--- src/rtl/trim_pkg.sv ---
package trim_pkg;
    typedef enum logic [1:0] {
        GR_NONE   = 2'd0,
        GR_OK     = 2'd1,
        GR_FINE   = 2'd2,
        GR_COARSE = 2'd3
    } grade_e;
endpackage

--- src/rtl/sync_prescaler.sv ---
module sync_prescaler #(
    parameter int DIV_W = 3
) (
    input  logic             clk,
    input  logic             rst_n,
    input  logic             sync_in,
    input  logic [DIV_W-1:0] div_sel,
    output logic             evt_o
);
    localparam int PCNT_W = (1 << DIV_W) - 1;
    localparam logic [PCNT_W-1:0] ONES = '1;

    typedef struct packed {
        logic              prev;
        logic [PCNT_W-1:0] cnt;
        logic              evt;
    } pre_t;

    pre_t st_d, st_q;
    logic [PCNT_W-1:0] term;
    logic edge_seen;

    always_comb begin
        term      = ONES >> (PCNT_W - int'(div_sel));
        edge_seen = sync_in & ~st_q.prev;
        st_d      = st_q;
        st_d.prev = sync_in;
        st_d.evt  = 1'b0;
        if (edge_seen) begin
            if (st_q.cnt >= term) begin
                st_d.cnt = '0;
                st_d.evt = 1'b1;
            end else begin
                st_d.cnt = st_q.cnt + 1'b1;
            end
        end
    end

    always_ff @(posedge clk or negedge rst_n) begin
        if (!rst_n) st_q <= '0;
        else        st_q <= st_d;
    end

    assign evt_o = st_q.evt;
endmodule

--- src/rtl/err_counter.sv ---
module err_counter
    import trim_pkg::*;
#(
    parameter int CNT_W = 16,
    parameter int LIM_W = 8
) (
    input  logic             clk,
    input  logic             rst_n,
    input  logic             evt_i,
    input  logic [CNT_W-1:0] reload_i,
    input  logic [LIM_W-1:0] lim_i,
    input  logic [LIM_W+1:0] lim3_i,
    output logic [CNT_W-1:0] cap_o,
    output logic             cap_dir_o,
    output grade_e           grade_o,
    output logic             esync_o,
    output logic             miss_o,
    output logic             serr_o
);
    localparam int PAD = CNT_W - LIM_W - 2;
    localparam logic [CNT_W-1:0] CNT_MAX = '1;

    typedef struct packed {
        logic [CNT_W-1:0] cnt;
        logic             down;
        logic             armed;
        logic             missed;
        logic [CNT_W-1:0] cap;
        logic             cap_dir;
        grade_e           grade;
        logic             esync;
        logic             miss;
        logic             serr;
    } cnt_t;

    cnt_t st_d, st_q;
    logic [CNT_W-1:0] lim_x, lim3_x;

    always_comb begin
        lim_x      = {{(PAD + 2){1'b0}}, lim_i};
        lim3_x     = {{PAD{1'b0}}, lim3_i};
        st_d       = st_q;
        st_d.grade = GR_NONE;
        st_d.esync = 1'b0;
        st_d.miss  = 1'b0;
        st_d.serr  = 1'b0;
        if (evt_i) begin
            st_d.cnt    = reload_i;
            st_d.down   = 1'b1;
            st_d.armed  = 1'b1;
            st_d.missed = 1'b0;
            if (st_q.armed) begin
                st_d.cap     = st_q.cnt;
                st_d.cap_dir = st_q.down;
                if (st_q.down && (st_q.cnt > lim3_x)) begin
                    st_d.serr = 1'b1;
                end else if (!st_q.missed) begin
                    if (st_q.cnt < lim_x)       st_d.grade = GR_OK;
                    else if (st_q.cnt < lim3_x) st_d.grade = GR_FINE;
                    else                        st_d.grade = GR_COARSE;
                end
            end
        end else if (st_q.down) begin
            if (st_q.cnt == '0) begin
                st_d.down  = 1'b0;
                st_d.cnt   = {{(CNT_W-1){1'b0}}, 1'b1};
                st_d.esync = 1'b1;
            end else begin
                st_d.cnt = st_q.cnt - 1'b1;
            end
        end else begin
            if (st_q.cnt != CNT_MAX) st_d.cnt = st_q.cnt + 1'b1;
            if (st_q.armed && !st_q.missed && (st_q.cnt >= lim3_x)) begin
                st_d.miss   = 1'b1;
                st_d.missed = 1'b1;
            end
        end
    end

    always_ff @(posedge clk or negedge rst_n) begin
        if (!rst_n) st_q <= '0;
        else        st_q <= st_d;
    end

    assign cap_o     = st_q.cap;
    assign cap_dir_o = st_q.cap_dir;
    assign grade_o   = st_q.grade;
    assign esync_o   = st_q.esync;
    assign miss_o    = st_q.miss;
    assign serr_o    = st_q.serr;
endmodule

--- src/rtl/trim_adjust.sv ---
module trim_adjust
    import trim_pkg::*;
#(
    parameter int TRIM_W   = 6,
    parameter int TRIM_RST = 32
) (
    input  logic              clk,
    input  logic              rst_n,
    input  grade_e            grade_i,
    input  logic              up_i,
    output logic [TRIM_W-1:0] trim_o,
    output logic              sat_o
);
    localparam logic [TRIM_W:0]   TRIM_MAX = (TRIM_W+1)'((1 << TRIM_W) - 1);
    localparam logic [TRIM_W-1:0] TRIM_INIT = TRIM_W'(TRIM_RST);

    typedef struct packed {
        logic [TRIM_W-1:0] trim;
        logic              sat;
    } trim_t;

    trim_t st_d, st_q;
    logic [TRIM_W:0] step, sum;

    always_comb begin
        case (grade_i)
            GR_FINE:   step = (TRIM_W+1)'(1);
            GR_COARSE: step = (TRIM_W+1)'(2);
            default:   step = '0;
        endcase
        sum      = {1'b0, st_q.trim} + step;
        st_d     = st_q;
        st_d.sat = 1'b0;
        if (step != '0) begin
            if (up_i) begin
                if (sum > TRIM_MAX) begin
                    st_d.trim = TRIM_MAX[TRIM_W-1:0];
                    st_d.sat  = 1'b1;
                end else begin
                    st_d.trim = sum[TRIM_W-1:0];
                end
            end else begin
                if ({1'b0, st_q.trim} < step) begin
                    st_d.trim = '0;
                    st_d.sat  = 1'b1;
                end else begin
                    st_d.trim = st_q.trim - step[TRIM_W-1:0];
                end
            end
        end
    end

    always_ff @(posedge clk or negedge rst_n) begin
        if (!rst_n) st_q <= '{trim: TRIM_INIT, sat: 1'b0};
        else        st_q <= st_d;
    end

    assign trim_o = st_q.trim;
    assign sat_o  = st_q.sat;
endmodule

--- src/rtl/osc_trim_ctrl.sv ---
module osc_trim_ctrl
    import trim_pkg::*;
#(
    parameter int CNT_W    = 16,
    parameter int LIM_W    = 8,
    parameter int DIV_W    = 3,
    parameter int TRIM_W   = 6,
    parameter int TRIM_RST = 32
) (
    input  logic              clk,
    input  logic              rst_n,
    input  logic              sync_in,
    input  logic [CNT_W-1:0]  reload_val,
    input  logic [LIM_W-1:0]  err_limit,
    input  logic [DIV_W-1:0]  sync_div,
    input  logic              ok_ie,
    input  logic              warn_ie,
    input  logic              err_ie,
    input  logic              esync_ie,
    input  logic              ok_clr,
    input  logic              warn_clr,
    input  logic              err_clr,
    input  logic              esync_clr,
    output logic [TRIM_W-1:0] trim_val,
    output logic [CNT_W-1:0]  cap_val,
    output logic              cap_dir,
    output logic              ok_flag,
    output logic              warn_flag,
    output logic              err_flag,
    output logic              esync_flag,
    output logic              trim_err_flag,
    output logic              miss_flag,
    output logic              sync_err_flag,
    output logic              ok_irq,
    output logic              warn_irq,
    output logic              err_irq,
    output logic              esync_irq
);
    typedef struct packed {
        logic ok;
        logic warn;
        logic esync;
        logic tovf;
        logic miss;
        logic serr;
    } flag_t;

    flag_t fl_d, fl_q;
    logic sync_evt;
    logic [LIM_W+1:0] lim_x3;
    grade_e grade;
    logic esync_p, miss_p, serr_p, sat_p;

    assign lim_x3 = {1'b0, err_limit, 1'b0} + {2'b00, err_limit};

    sync_prescaler #(.DIV_W(DIV_W)) u_pre (
        .clk     (clk),
        .rst_n   (rst_n),
        .sync_in (sync_in),
        .div_sel (sync_div),
        .evt_o   (sync_evt)
    );

    err_counter #(.CNT_W(CNT_W), .LIM_W(LIM_W)) u_cnt (
        .clk       (clk),
        .rst_n     (rst_n),
        .evt_i     (sync_evt),
        .reload_i  (reload_val),
        .lim_i     (err_limit),
        .lim3_i    (lim_x3),
        .cap_o     (cap_val),
        .cap_dir_o (cap_dir),
        .grade_o   (grade),
        .esync_o   (esync_p),
        .miss_o    (miss_p),
        .serr_o    (serr_p)
    );

    trim_adjust #(.TRIM_W(TRIM_W), .TRIM_RST(TRIM_RST)) u_trim (
        .clk     (clk),
        .rst_n   (rst_n),
        .grade_i (grade),
        .up_i    (cap_dir),
        .trim_o  (trim_val),
        .sat_o   (sat_p)
    );

    always_comb begin
        fl_d = fl_q;
        if (ok_clr)    fl_d.ok    = 1'b0;
        if (warn_clr)  fl_d.warn  = 1'b0;
        if (esync_clr) fl_d.esync = 1'b0;
        if (err_clr) begin
            fl_d.tovf = 1'b0;
            fl_d.miss = 1'b0;
            fl_d.serr = 1'b0;
        end
        if (grade == GR_OK)                          fl_d.ok    = 1'b1;
        if (grade == GR_FINE || grade == GR_COARSE)  fl_d.warn  = 1'b1;
        if (esync_p)                                 fl_d.esync = 1'b1;
        if (sat_p)                                   fl_d.tovf  = 1'b1;
        if (miss_p)                                  fl_d.miss  = 1'b1;
        if (serr_p)                                  fl_d.serr  = 1'b1;
    end

    always_ff @(posedge clk or negedge rst_n) begin
        if (!rst_n) fl_q <= '0;
        else        fl_q <= fl_d;
    end

    assign ok_flag       = fl_q.ok;
    assign warn_flag     = fl_q.warn;
    assign esync_flag    = fl_q.esync;
    assign trim_err_flag = fl_q.tovf;
    assign miss_flag     = fl_q.miss;
    assign sync_err_flag = fl_q.serr;
    assign err_flag      = fl_q.tovf | fl_q.miss | fl_q.serr;
    assign ok_irq        = fl_q.ok & ok_ie;
    assign warn_irq      = fl_q.warn & warn_ie;
    assign err_irq       = err_flag & err_ie;
    assign esync_irq     = fl_q.esync & esync_ie;
endmodule

--- config.mk ---
export PLATFORM = sky130hd
export DESIGN_NAME = osc_trim_ctrl
export DESIGN_NICKNAME = d
export VERILOG_FILES = /design/src/rtl/trim_pkg.sv /design/src/rtl/sync_prescaler.sv /design/src/rtl/err_counter.sv /design/src/rtl/trim_adjust.sv /design/src/rtl/osc_trim_ctrl.sv
export SDC_FILE = /design/constraint.sdc
export NUM_CORES = 1
export LEC_CHECK = 0
export BUFFER_PORTS_ARGS = -buffer_cell sky130_fd_sc_hd__buf_2
export CAP_MARGIN = 25
export CORE_MARGIN = 1.5
export CORE_UTILIZATION = 31
export DETAILED_ROUTE_END_ITERATION = 16
export PLACE_DENSITY_LB_ADDON = 0.08
export SYNTH_ARGS = -nofsm -noshare
export SYNTH_HDL_FRONTEND = slang
export SYNTH_SLANG_ARGS = --single-unit
--- constraint.sdc ---
create_clock -name clk -period 2.9 [get_ports clk]
set_input_delay 0.29 -clock clk [delete_from_list [all_inputs] [get_ports clk]]
set_output_delay 0.29 -clock clk [all_outputs]
set_load 0.01 [all_outputs]
### Yosys cells after proc, flatten, opt, wreduce, memory -nomap -nowiden

Index checks and enable logic that the tools add are counted.

* flip-flop bits (word level): 63
* input port bits: 38
* output and inout port bits: 34

* $add $sub $neg: 7
* order comparisons: 7
* equality and inequality tests: 5
* shift operators: 1
* muxes and demuxes: 43
* bitwise operators: 8
* reduce and logical (&&, ||, !) cells: 17

Operator list (number)
* $mux W16: 3
* $shr A7 B32 Y7 const A: 1
* $mux W1: 27
* $mux W17: 1
* $add A16 B1 Y16 const B: 1
* $ge A16 B10 Y1: 1
* $gt A16 B10 Y1: 1
* $logic_not A16 Y1: 1
* $lt A16 B10 Y1: 1
* $lt A16 B8 Y1: 1
* $ne A16 B16 Y1 const B: 1
* $sub A16 B1 Y16 const B: 1
* $mux W7: 2
* $reduce_bool A2 Y1: 7
* $mux W2: 6
* $mux W6: 2
* $add A9 B8 Y10: 1
* $add A6 B2 Y7: 1
* $add A7 B1 Y7 const B: 1
* $ge A7 B7 Y1: 1
* $gt A7 B6 Y1 const B: 1
* $reduce_bool A7 Y1: 1
* $lt A6 B2 Y1: 1
* $sub A6 B2 Y6: 1
* other kinds (14): 23

### Logic depth before layout (Yosys ltp)

* word-level depth: 8
* mapped depth: 13

### Cells and area by module

Synthesis repeated with hierarchy kept, for this count alone.

* cell total of the unflattened synthesis: 526
* area, all modules: 4838.4 um^2

By module, submodules not included
* err_counter: instances 1, cells each 325, area each 2966.6 um^2
* trim_adjust: instances 1, cells each 76, area each 664.4 um^2
* sync_prescaler: instances 1, cells each 61, area each 618.1 um^2
* osc_trim_ctrl: instances 1, cells each 64, area each 589.3 um^2

### Worst setup path before layout

Ideal clock, no wire load.

* kind: input to register
* from: in err_limit[0]
* to: reg u_cnt.st_q, in the netlist u_cnt.grade_o[0]
* library setup time: 0.107 ns
* arrival: 3.070 ns
* required time: 2.793 ns
* slack: -0.277 ns
* cell stages on the path: 13
* path buffers: 0
* path through: ha_1 > fa_1 > a21o_1 > a21oi_1 > o21bai_1 > a21o_1 > xor2_1 > ha_1 > nand4_1 > or2_2 > nor4_4 > a221oi_2 > a2111oi_4

RTL lines
* from (decl): RTL line osc_trim_ctrl.sv:14 `input logic [LIM_W-1:0] err_limit,`
* to (signal assigned): RTL line err_counter.sv:82 `else st_q <= st_d;`
* to (decl): RTL line err_counter.sv:36 `cnt_t st_d, st_q;`

==> results.md <==
- Status: finished, violations left
- Violated checks: design-rule violations
- Placed instance count: 753
- Initial Util: 31.9%
- Internal power: 2740 uW
- Chip Height: 126 um
- Via count of the first global-routing pass: 4,023
- Finish-stage setup viols: 0
- Count of mapped cells out of synthesis: 516
- Worst-case vdd ir drop: 0.000381 V
- Startpoint of the worst-slack reg-to-reg timing path: u_cnt.grade_o[1]
- Final-stage net count: 663
- DIE WIDTH: 126 um
- Static leakage power: 0.00269 uW
- Core Region: 0.0146 mm2
- Number of nets with antenna violations after detailed routing: 0
- Max_cap viols: 0
- Post-synthesis sequential area ratio: 33.7%
- Pin count of the biggest net entering global routing: 35
- Number of buffers inserted during clock tree synthesis: 9
- First-pass GRT wire length: 20,300 um
- Total Routing Usage GR: 16.3%
- DP Wirelength: 9160 um
- Count of vias placed by the detailed router: 4,009
- Post-detailed-route via-to-cell ratio: 5.20
- Total wire length after detailed routing: 12,300 um
- Endpoint kind of the worst setup timing path: register
- Highest routed layer: met4
- Length of routed met2 wiring: 5900 um
- CP Data Arrival Time: 3.08 ns
- Drt initial violations: 168
- Synthesized netlist net count: 597
- Summed instance area of the synthesized netlist: 0.00468 mm2
- Area share of the largest cell type after synthesis: 33.2%
- Clock Power Share: 22.8%
- Worst R2R Setup Slack: 0.52 ns
- Most area-hungry cell type in the Yosys netlist: sky130_fd_sc_hd__dfrtp_1
- Met3 Wirelength: 426 um
- Async set-or-reset flop fraction in the synthesized netlist: 100%
- Tcrit/Tclk final: 98.2%
- Root Buffer Master: sky130_fd_sc_hd__clkbuf_16
- Proportion of power drawn by flip-flops and latches: 35.0%
- Share of total power consumed by net switching: 41.8%
- Post-route DRC: 1
- Worst-Margin Slew: 0.822 ns
- Area of all sequential standard cells: 0.00158 mm2
- Setup repair after global routing missed its margin: true
- Total Power Consumption: 4700 uW
- Share of power burned in combinational logic: 42.3%
- Multi-input gate area in the final layout: 0.00275 mm2
- Number of placed I/O pins: 72
- Number of fillers in the final layout: 1,516
- Synth Warn #: 0
- Count of flip-flops with a built-in enable after synthesis: 0
- Share of cells above drive strength 1: 25.4%
- H-tree Lvls: 3
- Hold buffer count at cts: 0
- Synthesized flop and latch total: 63
- Buffers on Ports: 71
- Drt first pass iters: 14
- Area Growth Syn to Fin: 19.4%
- Clock-pin slew reported for the worst setup and hold paths after clock tree synthesis: 0.06 ns
- Count of unique library cells instantiated by Yosys: 70
- Number of antenna violations at the first check in global routing: 0
- Total negative slack for setup checks: 0 ns
- Power per standard cell area: 842 mW/mm2
- Clk_lat worst skew: 0.34 ns
- Largest buffer count on any clock path: 2
- Fin crit period: 2.85 ns
- Die ar.: 0.0158 mm2
- Critical-path maximum fanout: 4
- Synth top area cells: sky130_fd_sc_hd__dfrtp_1, sky130_fd_sc_hd__ha_1, sky130_fd_sc_hd__nand2_1
- Maximum frequency from static timing analysis: 351 MHz
- Sum of routed wire segments on met1: 5820 um
- Ys flop type: sky130_fd_sc_hd__dfrtp_1
- Max transition margin: 45.2%
- Tightest Hold Check Type: input port to async pin
- # diodes: 0
- Max Transition Viols Final: 0
- Startpoint type of the worst setup path: input port
- Cell depth of the worst flop-to-flop path: 7
- Worst path required time: 3.14 ns
- Total number of clock tree sinks: 63
- Cell Rows: 44
- Setup CP Type: input port to register
- Global placement routability congestion: 0.803
- Worst R2R End: u_trim.trim_o[5]
- Non-filler cells in the finished layout: 771
- CTS tree: built
- Syn avg cell area: 9.06 um2
- Layout Skew: 0.00869 ns
- Switching power of the nets: 1970 uW
- Post-detailed-route wirelength per cell: 15.9 um
- Remaining Overflow, GRT: 0
- Number of failing hold endpoints at the final stage: 0
==> sequential cells by signal, summed over array words and instances, names as in the netlist <==
signal	cells
u_cnt.esync_o	1
ok_flag	1
sync_err_flag	1
miss_flag	1
u_cnt.cap_o	16
esync_flag	1
u_cnt.grade_o	2
u_cnt.miss_o	1
u_cnt.serr_o	1
u_trim.trim_o	6
warn_flag	1
u_trim.sat_o	1
trim_err_flag	1
u_cnt.st_q	19
u_pre.evt_o	1
u_pre.st_q	8
u_cnt.cap_dir_o	1
==> metal layers <==
layer | track usage, % | vias up
li1 | - | 1961
met1 | 20.8 | 1963
met2 | 27.1 | 77
met3 | 3.65 | 8
met4 | 5.95 | 0
met5 | 0 | -
==> cells by family (layout without fill, tap and decap cells) <==
family	Yosys count	in the layout	synth area share, %
multiplexers	13	13	3.10
AO/OA/AOI/OAI	120	120	17.7
adder cells (fa/ha/maj)	43	43	12.0
buffers and inverters	83	154	8.45
flip-flops	63	63	33.7
XOR/XNOR	27	27	5.06
AND/OR/NAND/NOR	167	167	20.0
==> final cells by class <==
cell class	instances	share of cell area, %
multi-input cells	370	49.2
flip-flops and latches	63	28.3
repair buffers	96	10.4
well taps	184	4.12
clock buffers	10	4.10
inverters	42	2.82
clock inverters	6	1.10
==> synth_stat cells (all sizes together) (8+ instances only) <==
cell	count
a21o	12
a21oi	21
a32oi	8
buf	30
clkbuf	11
dfrtp	62
ha	40
inv	41
mux2	12
nand2	47
nand3	11
nand4	13
nor2	29
nor3	13
nor4	12
o21ai	30
or3	8
xnor2	14
xor2	13
==> power groups by stage <==
stage          logic (uW)  clock network (uW)  registers, uW
6_report             1990                1070           1640
5_1_grt              2240                1140           1700
4_1_cts              2000                1110           1650
3_5_place_dp         1990                   0           1660
3_3_place_gp         1970                   0           1670
2_1_floorplan        1710                   0           1360
==> worst max-delay path: stages <==
cell	delay [ns]
sky130_fd_sc_hd__buf_8	0.11
sky130_fd_sc_hd__ha_4	0.15
sky130_fd_sc_hd__fa_2	0.34
sky130_fd_sc_hd__a21o_1	0.17
sky130_fd_sc_hd__a21oi_2	0.15
sky130_fd_sc_hd__o21bai_1	0.07
sky130_fd_sc_hd__a21o_1	0.20
sky130_fd_sc_hd__xor2_1	0.15
sky130_fd_sc_hd__ha_1	0.31
sky130_fd_sc_hd__nand4_1	0.11
sky130_fd_sc_hd__or2_4	0.29
sky130_fd_sc_hd__a21o_1	0.21
sky130_fd_sc_hd__and2_4	0.19
sky130_fd_sc_hd__a2111oi_4	0.33
==> how the worst max path moves through the flow <==
stage / start / endpoint / slack, ns / cells after the start
2_1_floorplan: err_limit[0] / u_cnt.grade_o[1] / 0.003 / 13
3_3_place_gp: err_limit[1] / u_cnt.grade_o[1] / -0.25 / 14
3_5_place_dp: err_limit[1] / u_cnt.grade_o[1] / -0.31 / 14
4_1_cts: err_limit[1] / u_cnt.grade_o[1] / 0.05 / 14
5_1_grt: err_limit[1] / u_cnt.grade_o[0] / -0.09 / 14
6_report: err_limit[1] / u_cnt.grade_o[0] / 0.05 / 14
==> cells in the final DEF (no fill, tap or decap), types with 8 or more instances in the layout <==
| cell | n |
|---|---|
| sky130_fd_sc_hd__a21oi_1 | 20 |
| sky130_fd_sc_hd__xnor2_1 | 14 |
| sky130_fd_sc_hd__buf_4 | 24 |
| sky130_fd_sc_hd__dfrtp_1 | 62 |
| sky130_fd_sc_hd__xor2_1 | 13 |
| sky130_fd_sc_hd__nand4_1 | 13 |
| sky130_fd_sc_hd__a32oi_1 | 8 |
| sky130_fd_sc_hd__buf_2 | 68 |
| sky130_fd_sc_hd__mux2_2 | 12 |
| sky130_fd_sc_hd__a21o_1 | 12 |
| sky130_fd_sc_hd__nor3_1 | 11 |
| sky130_fd_sc_hd__nand3_1 | 10 |
| sky130_fd_sc_hd__clkbuf_16 | 9 |
| sky130_fd_sc_hd__inv_1 | 41 |
| sky130_fd_sc_hd__nor2_1 | 29 |
| sky130_fd_sc_hd__nor4_1 | 9 |
| sky130_fd_sc_hd__nand2_1 | 46 |
| sky130_fd_sc_hd__ha_1 | 39 |
| sky130_fd_sc_hd__o21ai_0 | 30 |
==> per-stage QoR <==
stage                     worst slack, ns  util, %  hold slack, ns  area (um2)
final                              0.0508     38.1          0.0531        5580
after global routing              -0.0857     38.1          0.0740        5580
after CTS                          0.0513     37.8          0.0651        5540
after detailed placement           -0.307     35.8           0.414        5250
after global placement             -0.253     35.8           0.411        5250
after floorplan                   0.00346        -        -0.00559        4720
==> timing repair <==
action,4_1_cts,5_1_grt
buffers inserted,0,2
resized for setup,0,9
setup endpoints to repair,0,4
Power figures use the tool's default switching activity.
